## src/rtl/obr_pkg.sv

```systemverilog
package obr_pkg;
  localparam int OUTER_W = 4;

  // Decoded view of the active outer value; field order follows bit order.
  typedef struct packed {
    logic game;
    logic a20;
    logic chip2;
    logic a18;
  } outer_t;
endpackage

```

## src/rtl/obr_serial_loader.sv

```systemverilog
module obr_serial_loader #(
  parameter int ADDR_W  = 16,
  parameter int DATA_W  = 8,
  parameter int OUTER_W = 4,
  parameter int SER_BIT = 3,
  parameter int DEC_W   = 4,
  parameter int WIN_ID  = 5
) (
  input  logic               clk,
  input  logic               rst,
  input  logic [ADDR_W-1:0]  cpu_addr,
  input  logic [DATA_W-1:0]  cpu_data,
  input  logic               cpu_wr,
  output logic [OUTER_W-1:0] outer_q
);
  localparam int CNT_W = (OUTER_W > 1) ? $clog2(OUTER_W) : 1;
  localparam logic [CNT_W-1:0] LAST = CNT_W'(OUTER_W - 1);

  logic [OUTER_W-1:0] shift_q;
  logic [OUTER_W-1:0] shift_nxt;
  logic [CNT_W-1:0]   cnt_q;
  logic               hit;

  assign hit       = cpu_wr && (cpu_addr[ADDR_W-1 -: DEC_W] == DEC_W'(WIN_ID));
  // least significant bit arrives first, so new bits enter at the top
  assign shift_nxt = {cpu_data[SER_BIT], shift_q[OUTER_W-1:1]};

  always_ff @(posedge clk) begin
    if (rst) begin
      shift_q <= '0;
      cnt_q   <= '0;
      outer_q <= '0;
    end else if (hit) begin
      shift_q <= shift_nxt;
      if (cnt_q == LAST) begin
        cnt_q   <= '0;
        outer_q <= shift_nxt;
      end else begin
        cnt_q <= cnt_q + 1'b1;
      end
    end
  end
endmodule

```

## src/rtl/obr_ram_router.sv

```systemverilog
module obr_ram_router
  import obr_pkg::*;
(
  input  logic   clk,
  input  logic   rst,
  input  outer_t outer,
  input  logic   inner_chr_a15,
  input  logic   ram_win,
  input  logic   ram_en,
  output logic   ram_cs1,
  output logic   ram_cs2,
  output logic   ram1_a13,
  output logic   ram1_a14,
  output logic   ram2_a13,
  output logic   ram2_a14
);
  logic access;
  assign access = ram_win && ram_en;

  always_ff @(posedge clk) begin
    if (rst) begin
      ram_cs1  <= 1'b0;
      ram_cs2  <= 1'b0;
      ram1_a13 <= 1'b0;
    end else begin
      ram_cs1  <= access && !outer.chip2;
      ram_cs2  <= access &&  outer.chip2;
      ram1_a13 <= inner_chr_a15;
    end
  end

  // outer is itself a register, so these lines are registered outputs
  assign ram1_a14 = outer.a18;
  assign ram2_a13 = outer.a18;
  assign ram2_a14 = outer.a20;
endmodule

```

## src/rtl/serial_outer_bank.sv

```systemverilog
module serial_outer_bank
  import obr_pkg::*;
#(
  parameter int ADDR_W  = 16,
  parameter int DATA_W  = 8,
  parameter int SER_BIT = 3,
  parameter int DEC_W   = 4,
  parameter int WIN_ID  = 5
) (
  input  logic              clk,
  input  logic              rst,
  input  logic [ADDR_W-1:0] cpu_addr,
  input  logic [DATA_W-1:0] cpu_data,
  input  logic              cpu_wr,
  input  logic              inner_chr_a15,
  input  logic              ram_win,
  input  logic              ram_en,
  output logic [2:0]        rom_hi,
  output logic              game_mode,
  output logic              ram_cs1,
  output logic              ram_cs2,
  output logic              ram1_a13,
  output logic              ram1_a14,
  output logic              ram2_a13,
  output logic              ram2_a14
);
  logic [OUTER_W-1:0] outer_raw;
  outer_t             outer;

  obr_serial_loader #(
    .ADDR_W (ADDR_W),
    .DATA_W (DATA_W),
    .OUTER_W(OUTER_W),
    .SER_BIT(SER_BIT),
    .DEC_W  (DEC_W),
    .WIN_ID (WIN_ID)
  ) u_loader (
    .clk     (clk),
    .rst     (rst),
    .cpu_addr(cpu_addr),
    .cpu_data(cpu_data),
    .cpu_wr  (cpu_wr),
    .outer_q (outer_raw)
  );

  assign outer     = outer_t'(outer_raw);
  assign rom_hi    = {outer.a20, outer.chip2, outer.a18};
  assign game_mode = outer.game;

  obr_ram_router u_router (
    .clk          (clk),
    .rst          (rst),
    .outer        (outer),
    .inner_chr_a15(inner_chr_a15),
    .ram_win      (ram_win),
    .ram_en       (ram_en),
    .ram_cs1      (ram_cs1),
    .ram_cs2      (ram_cs2),
    .ram1_a13     (ram1_a13),
    .ram1_a14     (ram1_a14),
    .ram2_a13     (ram2_a13),
    .ram2_a14     (ram2_a14)
  );
endmodule

```

## config.mk

```make
export PLATFORM = sky130hd
export DESIGN_NAME = serial_outer_bank
export DESIGN_NICKNAME = d
export VERILOG_FILES = /design/src/rtl/obr_pkg.sv /design/src/rtl/obr_serial_loader.sv /design/src/rtl/obr_ram_router.sv /design/src/rtl/serial_outer_bank.sv
export SDC_FILE = /design/constraint.sdc
export NUM_CORES = 1
export LEC_CHECK = 0
export CAP_MARGIN = 20
export CORE_UTILIZATION = 28
export DETAILED_ROUTE_END_ITERATION = 16
export GPL_TIMING_DRIVEN = 0
export PLACE_DENSITY = 0.77
export SETUP_SLACK_MARGIN = 0.2
export SYNTH_ARGS = -nofsm -noshare
export SYNTH_HDL_FRONTEND = slang
export SYNTH_SLANG_ARGS = --single-unit
```

## constraint.sdc

```tcl
create_clock -name clk -period 0.9 [get_ports clk]
set_input_delay 0.09 -clock clk [delete_from_list [all_inputs] [get_ports clk]]
set_output_delay 0.09 -clock clk [all_outputs]
set_load 0.1 [all_outputs]
```

## After elaboration in Yosys (flattened, before gate mapping)

Index checks and enable logic that the tools add are counted.

- Register bits after elaboration: 13

- Add/sub/neg operators: 1
- Eq/ne operators: 2
- Multiplexer cells: 1
- Reductions and logical operators: 6

Operator list:

| cell | number |
|---|---|
| $eq A4 B3 Y1 const B | 1 |
| $logic_and A1 B1 Y1 | 4 |
| $add A2 B1 Y2 const B | 1 |
| $eq A2 B2 Y1 const B | 1 |
| $mux W2 | 1 |
| $reduce_and A2 Y1 | 1 |
| $logic_not A1 Y1 | 1 |

## Depth between registers and ports, before layout

Gate-level depths: netlist of the first run.

- Depth after elaboration: 3
- Mapped depth: 4
- Depth with buffers taken out: 4

## Cells and area by module

Synthesis of the first run repeated with hierarchy kept, for this count alone.

- Cell total of the unflattened synthesis: 47
- Area total of the unflattened synthesis: 520.5 µm²

Modules (own cells, without submodules):

| module | times used | cells an instance | area each (µm²) | sequential area each (µm²) |
|---|---|---|---|---|
| obr_serial_loader | 1 | 38 | 405.4 | 180.2 |
| obr_ram_router | 1 | 9 | 115.1 | 60.1 |

## Worst setup path before layout of the first run

Ideal clock, no wire load.

- Kind: reg2out
- Start: register u_loader.outer_q[0]
- End: output ram2_a13
- Arrival time: 1392 ps
- Data required time: 810 ps
- Path slack: -582 ps
- Cell stages (with the launch flop): 2
- Cells stage by stage: dfxtp_1 -> buf_4

RTL lines:

| item | line | RTL |
|---|---|---|
| from (decl) | obr_serial_loader.sv:14 | `output logic [OUTER_W-1:0] outer_q` |
| from (signal assigned) | obr_serial_loader.sv:37 | `outer_q <= shift_nxt;` |
| to (decl) | serial_outer_bank.sv:24 | `output logic ram2_a13,` |

No word-level cell between the ends.

## Worst setup path after layout of the first run

- Start: register u_loader.outer_q[0]
- End: output ram2_a13

No word-level cell between the ends.

==> out/results.md, run 1 <==
| Metric | Reported |
| --- | --- |
| Run status | finished with violations |
| Failing checks | negative setup slack |
| Remaining routing DRC violations | 0 |
| Count of final setup violators | 10 |
| Final count of pins violating max slew | 0 |
| Setup slack of the critical path after layout | -0.131 ns |
| Die Footprint | 0.00199 mm^2 |
| TritonCTS sink count | 12 |
| Period Utilization, post-route | 1.15 |
| P_leak | 0.422 nW |
| Fmax achieved | 970 MHz |
| Async SR Flop Fraction | 0 |
| Top post-synthesis cells by count | dfxtp_1, nand2b_1, mux2i_1 |
| Number of nets in the final layout | 109 |
| Row Count | 15 |
| Hold violation total from the final report | 0 |
| Clk_skew | 0.00984 ns |
| Remaining global-route overflow | 0 |
| Most instantiated flip-flop cell in the synthesis netlist | dfxtp_1 |
| CTS max path bufs | 2 |
| Switching fraction of total power | 0.255 |
| GRT Total Usage | 0.134 |
| Cell area after placement | 823 um^2 |
| Core Area | 0.00171 mm^2 |
| Number of vias per cell after detailed routing | 4.38 |
| Routed wire length per instance | 11.8 um |
| Final HPWL DP | 711 um |
| Total internal power | 0.755 mW |
| Number of buffers inserted by hold repair at cts | 0 |
| Time the worst path needs with I/O delays and setup | 1.03 ns |
| Via count | 447 |
| VDD IR-drop max | 0.000477 V |
| Max-capacitance violation count | 0 |
| Post-synthesis compound-gate area fraction | 0.0197 |
| Number of DRC markers after the initial detailed-route iteration | 3 |
| Number of nets produced by synthesis | 78 |
| Clock tree root driver cell | clkbuf_4 |
| Critical path startpoint category | flip-flop |
| Area contributors post-synth | dfxtp_1, mux2i_1, nand2b_1 |
| Multiplexer area fraction after synthesis | 0.138 |
| Count of TritonRoute iterations in the first routing pass | 2 |
| Ports placed on the boundary | 40 |
| Placer Congestion | 0.697 |
| Pwr/cell area | 968 mW/mm^2 |
| Basic-gate share of the synthesized area counting and, or, nand and nor cells | 0.273 |
| Post-Syn Area | 509 um^2 |
| Worst Path Max Fanout | 4 |
| Hold slack | 0.312 ns |
| Number of distinct library cells after synthesis | 17 |
| Die outline height | 44.6 um |
| Via count of the first global-routing pass | 449 |
| TritonCTS clock tree | built |
| Clock H-tree levels | 1 |
| Yosys warning total | 0 |
| Routed Antenna Nets | 0 |
| Critical Path RT | 0.81 ns |
| Path category of the worst min-delay check | in2reg |
| Antenna diode count | 0 |
| Transition time at the pin with the least slew margin | 0.210 ns |
| Slew headroom | 0.860 |
| Adder and majority cell fraction of the synthesized area | 0.0246 |
| Cell count after synthesis | 47 |
| CP Data Arrival Time | 0.94 ns |
| Switching pwr | 0.258 mW |
| Cell with the most instances after synthesis | dfxtp_1 |
| Summed negative setup slack over all endpoints | -0.528 ns |
| Syn Area/Cell | 10.8 um^2 |
| Fin util | 0.613 |
| Total Wirelength | 1210 um |
| Horizontal extent of the die | 44.6 um |
| Element type at the critical path end | output pin |
| Area share of the largest cell type after synthesis | 0.472 |
| Number of antenna violations at the first check in global routing | 0 |
| RSZ-0062 raised after global routing | true |
| Number of buffers created by CTS | 3 |
| Number of flip-flops and latches in the synthesized netlist | 12 |
| R2R setup slack | -0.01 ns |
| Clock Latency Late Sink | 0.28 ns |
| Clock-pin slew of the registers on the worst-case setup and hold paths | 0.08 ns |
| Clk pwr share | 0.345 |
| Largest net degree at the start of global routing | 11 |
| Xor/xnor cell area share of the yosys netlist | 0 |
| Wire length of the first global-routing pass | 1860 um |
| Count of port buffers added during placement | 20 |
| Initial Utilization | 0.298 |
| Area of all placed cells without fillers | 0.00105 mm^2 |
| Reg power frac | 0.511 |
| Post-synth EDFFs | 0 |
| Area added between synthesis and finish | 106% |
| Combinational family with the most area after synthesis | simple AND/OR/NAND/NOR gates |
| Ratio of cells with drive above 1 in the final layout | 0.545 |
| Cell type with the largest total area after synthesis | dfxtp_1 |
| Part of the total power dissipated in combinational logic | 0.144 |
| Critical path start-end classification | reg2out |
| Sequential area share after synthesis | 0.472 |
## layout make-up
type,instances,area [um^2]
Clock buffer,3,22.5
Buffer,5,80.1
Timing Repair Buffer,26,357
Fill cell,124,661
Tap cell,25,31.3
Sequential cell,12,274
Clock inverter,1,3.75
Multi-Input combinational cell,30,279
## repair_timing
| item | in CTS | in global routing |
|---|---|---|
| endpoints found under the setup margin | 22 | 20 |
| resized for setup | 109 | 5 |
| setup buffers | 5 | 1 |
| pin swaps | 6 | 4 |
## worst max-delay path, stage by stage (launching register included)
cell     delay [ns]
dfxtp_4        0.39
buf_8          0.10
buf_12         0.16
## final timing paths
check,from,end,depth (start not counted)
setup reg to reg,u_loader.cnt_q[1]$_SDFFE_PP0P_,u_loader.outer_q[1]$_SDFFE_PP0P_,3
hold reg to reg,u_loader.shift_q[1]$_SDFFE_PP0P_,u_loader.shift_q[1]$_SDFFE_PP0P_,2
hold / removal,cpu_wr,u_loader.cnt_q[0]$_SDFFE_PP0P_,3
setup / recovery,u_loader.outer_q[0]$_SDFFE_PP0P_,ram2_a13,2
## metrics by stage
step	std cells	power (mW)	setup slack (ns)
after floorplan	47	0.594	0.0177
after global placement	92	0.652	-0.751
after detailed placement	92	0.654	-0.754
after CTS	101	1.01	-0.124
after global routing	102	1.05	-0.154
final	102	1.01	-0.131
## registers in the layout (all words and copies together), names as in the netlist
name and cells:
u_router.ram1_a13 1, u_loader.cnt_q 2, u_loader.outer_q 4, u_loader.shift_q 3, u_router.ram_cs2 1, u_router.ram_cs1 1
## power by group through the flow
stage | Clock [mW] | Sequential [mW] | Combinational, mW
2_1_floorplan | 0 | 0.564 | 0.0299
3_3_place_gp | 0 | 0.533 | 0.118
3_5_place_dp | 0 | 0.533 | 0.121
4_1_cts | 0.352 | 0.520 | 0.140
5_1_grt | 0.379 | 0.518 | 0.154
6_report | 0.349 | 0.518 | 0.146
## layout by cell type, fill, tap and decap left out
cell type,Yosys,final
buf_12,0,12
nand2b_1,10,10
dfxtp_4,0,9
mux2i_1,7,7
buf_6,1,6
clkdlybuf4s50_1,0,4
clkbuf_4,0,3
buf_4,3,3
dfxtp_1,12,3
o21ai_1,2,2
clkdlybuf4s15_1,0,2
dlygate4sd2_1,0,2
and4bb_4,1,1
and2_4,1,1
clkbuf_8,0,1
nand4b_1,1,1
nand3_4,0,1
nor3_2,0,1
nand3_1,1,1
nor2b_1,1,1
nand2_1,1,1
nor3b_4,0,1
nor3_4,0,1
ha_4,0,1
buf_8,0,1
clkinv_1,0,1
## kinds of logic (layout without fill, tap and decap cells)
kind of cell / after synthesis / count (layout)
compound gates: 2 / 2
fa+ha+maj: 1 / 1
buf+inv: 5 / 35
flops: 12 / 12
mux: 7 / 7
simple gates: 20 / 20
## per-layer routing
layer,part of all wire,up-vias,GRT usage
met5,0,-,0
met4,0.017,0,0.103
met2,0.58,12,0.232
li1,-,215,-
met1,0.37,218,0.136
met3,0.031,2,0.0327
(Power assumes the default switching activity.)
==> run 2, diff against run 1 <==
==> constraint.sdc (replaced) <==
create_clock -name clk -period 0.9 [get_ports clk]
set_input_delay 0.09 -clock clk [delete_from_list [all_inputs] [get_ports clk]]
set_output_delay 0.09 -clock clk [all_outputs]
set_load 0.005 [all_outputs]
==> run 2 against run 1 <==
Compared with the run above: the run still ends with negative setup slack left; sequential cell count stayed put; worst hold slack lost 0.0043 ns; first-iteration DRC count decreased by 67%; sequential share of layout area up 3.5 points; via count down 6.7%; register-to-register slack improved by 0.02 ns; combinational power down 36%; clock power fell by 11%; largest power group unchanged.
==> out/results.md, run 2 (synthesis gave the netlist of run 1 again) <==
| Metric | Reported | Delta |
| --- | --- | --- |
| Final count of pins violating max slew | 0 | unchanged |
| Number of buffers created by CTS | 3 | unchanged |
| Area of all placed cells without fillers | 847 um^2 | -19% |
| Total Wirelength | 973 um | -19% |
| Horizontal extent of the die | 44.6 um | unchanged |
| RSZ-0062 raised after global routing | true |  |
| Critical path startpoint category | flip-flop |  |
| Number of vias per cell after detailed routing | 4.17 | -4.8% |
| FF-to-FF Start | u_loader.cnt_q[0]$_SDFFE_PP0P_ |  |
| P_leak | 0.371 nW | -12% |
| Area added between synthesis and finish | 66.3% |  |
| Worst Path Max Fanout | 4 | unchanged |
| Run status | finished with violations |  |
| Via count | 417 | -6.7% |
| Die outline height | 44.6 um | unchanged |
| Row Count | 15 | unchanged |
| Routed Antenna Nets | 0 | unchanged |
| Count of TritonRoute iterations in the first routing pass | 3 | +1 |
| Failing checks | negative setup slack |  |
| Wire length of the first global-routing pass | 1550 um | -17% |
| Element type at the critical path end | output pin |  |
| Number of DRC markers after the initial detailed-route iteration | 1 | -2 |
| Clk_skew | 0.00186 ns | -0.00798 ns |
| Cell area after placement | 759 um^2 | -7.8% |
| Hold Path Stages | 3 | unchanged |
| Max-capacitance violation count | 0 | unchanged |
| Summed negative setup slack over all endpoints | -0.00107 ns | +0.527 ns |
| Number of antenna violations at the first check in global routing | 0 | unchanged |
| Initial Utilization | 0.298 | unchanged |
| TritonCTS sink count | 12 | unchanged |
| Most frequent cells in the layout | buf_6, nand2b_1, mux2i_1 |  |
| Seq. cell area | 251 um^2 | -8.2% |
| Number of buffers inserted by hold repair at cts | 0 | unchanged |
| Die Footprint | 0.00199 mm^2 | unchanged |
| Worst Setup Slack post-DPL | -0.460 ns | +0.293 ns |
| Ratio of cells with drive above 1 in the final layout | 0.520 | -0.0255 |
| Multi-input combinational cell area | 267 um^2 | -4.5% |
| Critical hold path startpoint | cpu_wr |  |
| Critical path start-end classification | reg2out |  |
| Via count of the first global-routing pass | 390 | -13% |
| Remaining global-route overflow | 0 | unchanged |
| Ports placed on the boundary | 40 | unchanged |
| Post-placement cell count | 92 | unchanged |
| Most common cell after layout, fill and taps aside | buf_6 |  |
| Worst reg2reg endpoint | u_loader.cnt_q[0]$_SDFFE_PP0P_ |  |
| Critical Path RT | 0.81 ns | about the same |
| Path category of the worst min-delay check | in2reg |  |
| GRT Total Usage | 0.108 | -0.0259 |
| Reg with most FFs | u_loader.outer_q |  |
| CP Data Arrival Time | 0.81 ns | -0.13 ns |
| Fmax achieved | 1110 MHz | +14% |
| Number of nets in the final layout | 108 | -0.92% |
| Count of port buffers added during placement | 20 | unchanged |
| Period Utilization, post-route | 1.00 | -0.144 |
| Count of final setup violators | 1 | -9 |
| Max FFs per register | 4 | unchanged |
| Remaining routing DRC violations | 0 | unchanged |
| Filler Cell Count | 161 | +30% |
| Time the worst path needs with I/O delays and setup | 0.901 ns | -0.130 ns |
| Antenna diode count | 0 | unchanged |
| Placer Congestion | 0.662 | -5.0% |
| Top flop regs | u_loader.outer_q x4, u_loader.shift_q x3, u_loader.cnt_q x2 |  |
| Reg2Reg Depth | 4 | +1 |
| Hold violation total from the final report | 0 | unchanged |
| End point of the worst hold path | u_loader.cnt_q[0]$_SDFFE_PP0P_ |  |
| Transition time at the pin with the least slew margin | 0.211 ns | +0.000810 ns |
| Pwr/cell area | 1110 mW/mm^2 | +15% |
| VDD IR-drop max | 0.000646 V | +35% |
| Setup slack of the critical path after layout | -0.00107 ns | +0.130 ns |
| Core Area | 0.00171 mm^2 | unchanged |
| R2R setup slack | 0.01 ns | +0.02 ns |
| Clock H-tree levels | 1 | unchanged |
| Clock-pin slew of the registers on the worst-case setup and hold paths | 0.07 ns | about the same |
| Fin util | 0.496 | -0.117 |
| Clock Latency Late Sink | 0.26 ns | -0.02 ns |
| Routed wire length per instance | 9.73 um | -18% |
| Slew headroom | 0.859 | about the same |
| TritonCTS clock tree | built |  |
| Largest net degree at the start of global routing | 11 | unchanged |
| Clock tree root driver cell | clkbuf_4 |  |
| CTS max path bufs | 2 | unchanged |
| Final cell count without fillers | 100 | -2.0% |
[run 2: layer usage]
| layer | track usage | vias up | routed length [um] |
|---|---|---|---|
| li1 | - | 213 | - |
| met1 | 0.135 | 188 | 460 |
| met2 | 0.171 | 14 | 442 |
| met3 | 0.0286 | 2 | 59 |
| met4 | 0.0545 | 0 | 11 |
| met5 | 0 | - | 0 |
[run 2: worst max path at each step]
| stage | from | end | slack, ns | cells after the start |
|---|---|---|---|---|
| after global routing | u_loader.outer_q[0]$_SDFFE_PP0P_ | ram2_a13 | -0.03 | 2 |
| final | u_loader.outer_q[0]$_SDFFE_PP0P_ | ram2_a13 | -0.001 | 2 |
| after detailed placement | rst | u_loader.outer_q[0]$_SDFFE_PP0P_ | -0.46 | 4 |
| after CTS | u_loader.outer_q[0]$_SDFFE_PP0P_ | ram2_a13 | -0.01 | 2 |
| after floorplan | cpu_addr[15] | u_loader.shift_q[1]$_SDFFE_PP0P_ | 0.02 | 4 |
| after global placement | rst | u_loader.outer_q[0]$_SDFFE_PP0P_ | -0.47 | 4 |
[run 2: power breakdown]
group          switching [mW]  leakage, nW  internal (mW)
logic                  0.0304        0.257         0.0627
registers             0.00253        0.101          0.534
clock network           0.157       0.0138          0.154
[run 2: cell type report]
type	count	area share
Multi-Input combinational cell	30	0.315
Clock buffer	3	0.0266
Timing Repair Buffer	25	0.256
Sequential cell	12	0.297
Tap cell	25	0.0369
Buffer	5	0.0694
[run 2: repair_timing]
action                                  4_1_cts  5_1_grt
pin swaps                                     4        2
resized for setup                            69        4
setup buffers                                 5        0
endpoints found under the setup margin       22       21
[run 2: critical path, cell delays in order, from the launching register on]
cell and delay [ns]:
dfxtp_2 0.34, buf_6 0.11, buf_6 0.10
[run 2: metrics by stage]
step | hold slack, ns | power (mW)
2_1_floorplan | 0.218 | 0.581
3_5_place_dp | 0.470 | 0.642
5_1_grt | 0.322 | 0.975
6_report | 0.308 | 0.941
3_3_place_gp | 0.460 | 0.639
4_1_cts | 0.300 | 0.946
==> run 3, diff against run 2 <==
--- a/config.mk
+++ b/config.mk
@@ -5,7 +5,6 @@
 export SDC_FILE = /design/constraint.sdc
 export NUM_CORES = 1
 export LEC_CHECK = 0
-export CAP_MARGIN = 20
 export CORE_UTILIZATION = 28
 export DETAILED_ROUTE_END_ITERATION = 16
 export GPL_TIMING_DRIVEN = 0
==> results of run 3 <==
No change in the layout: final DEF, timing and power equal those of run 2.
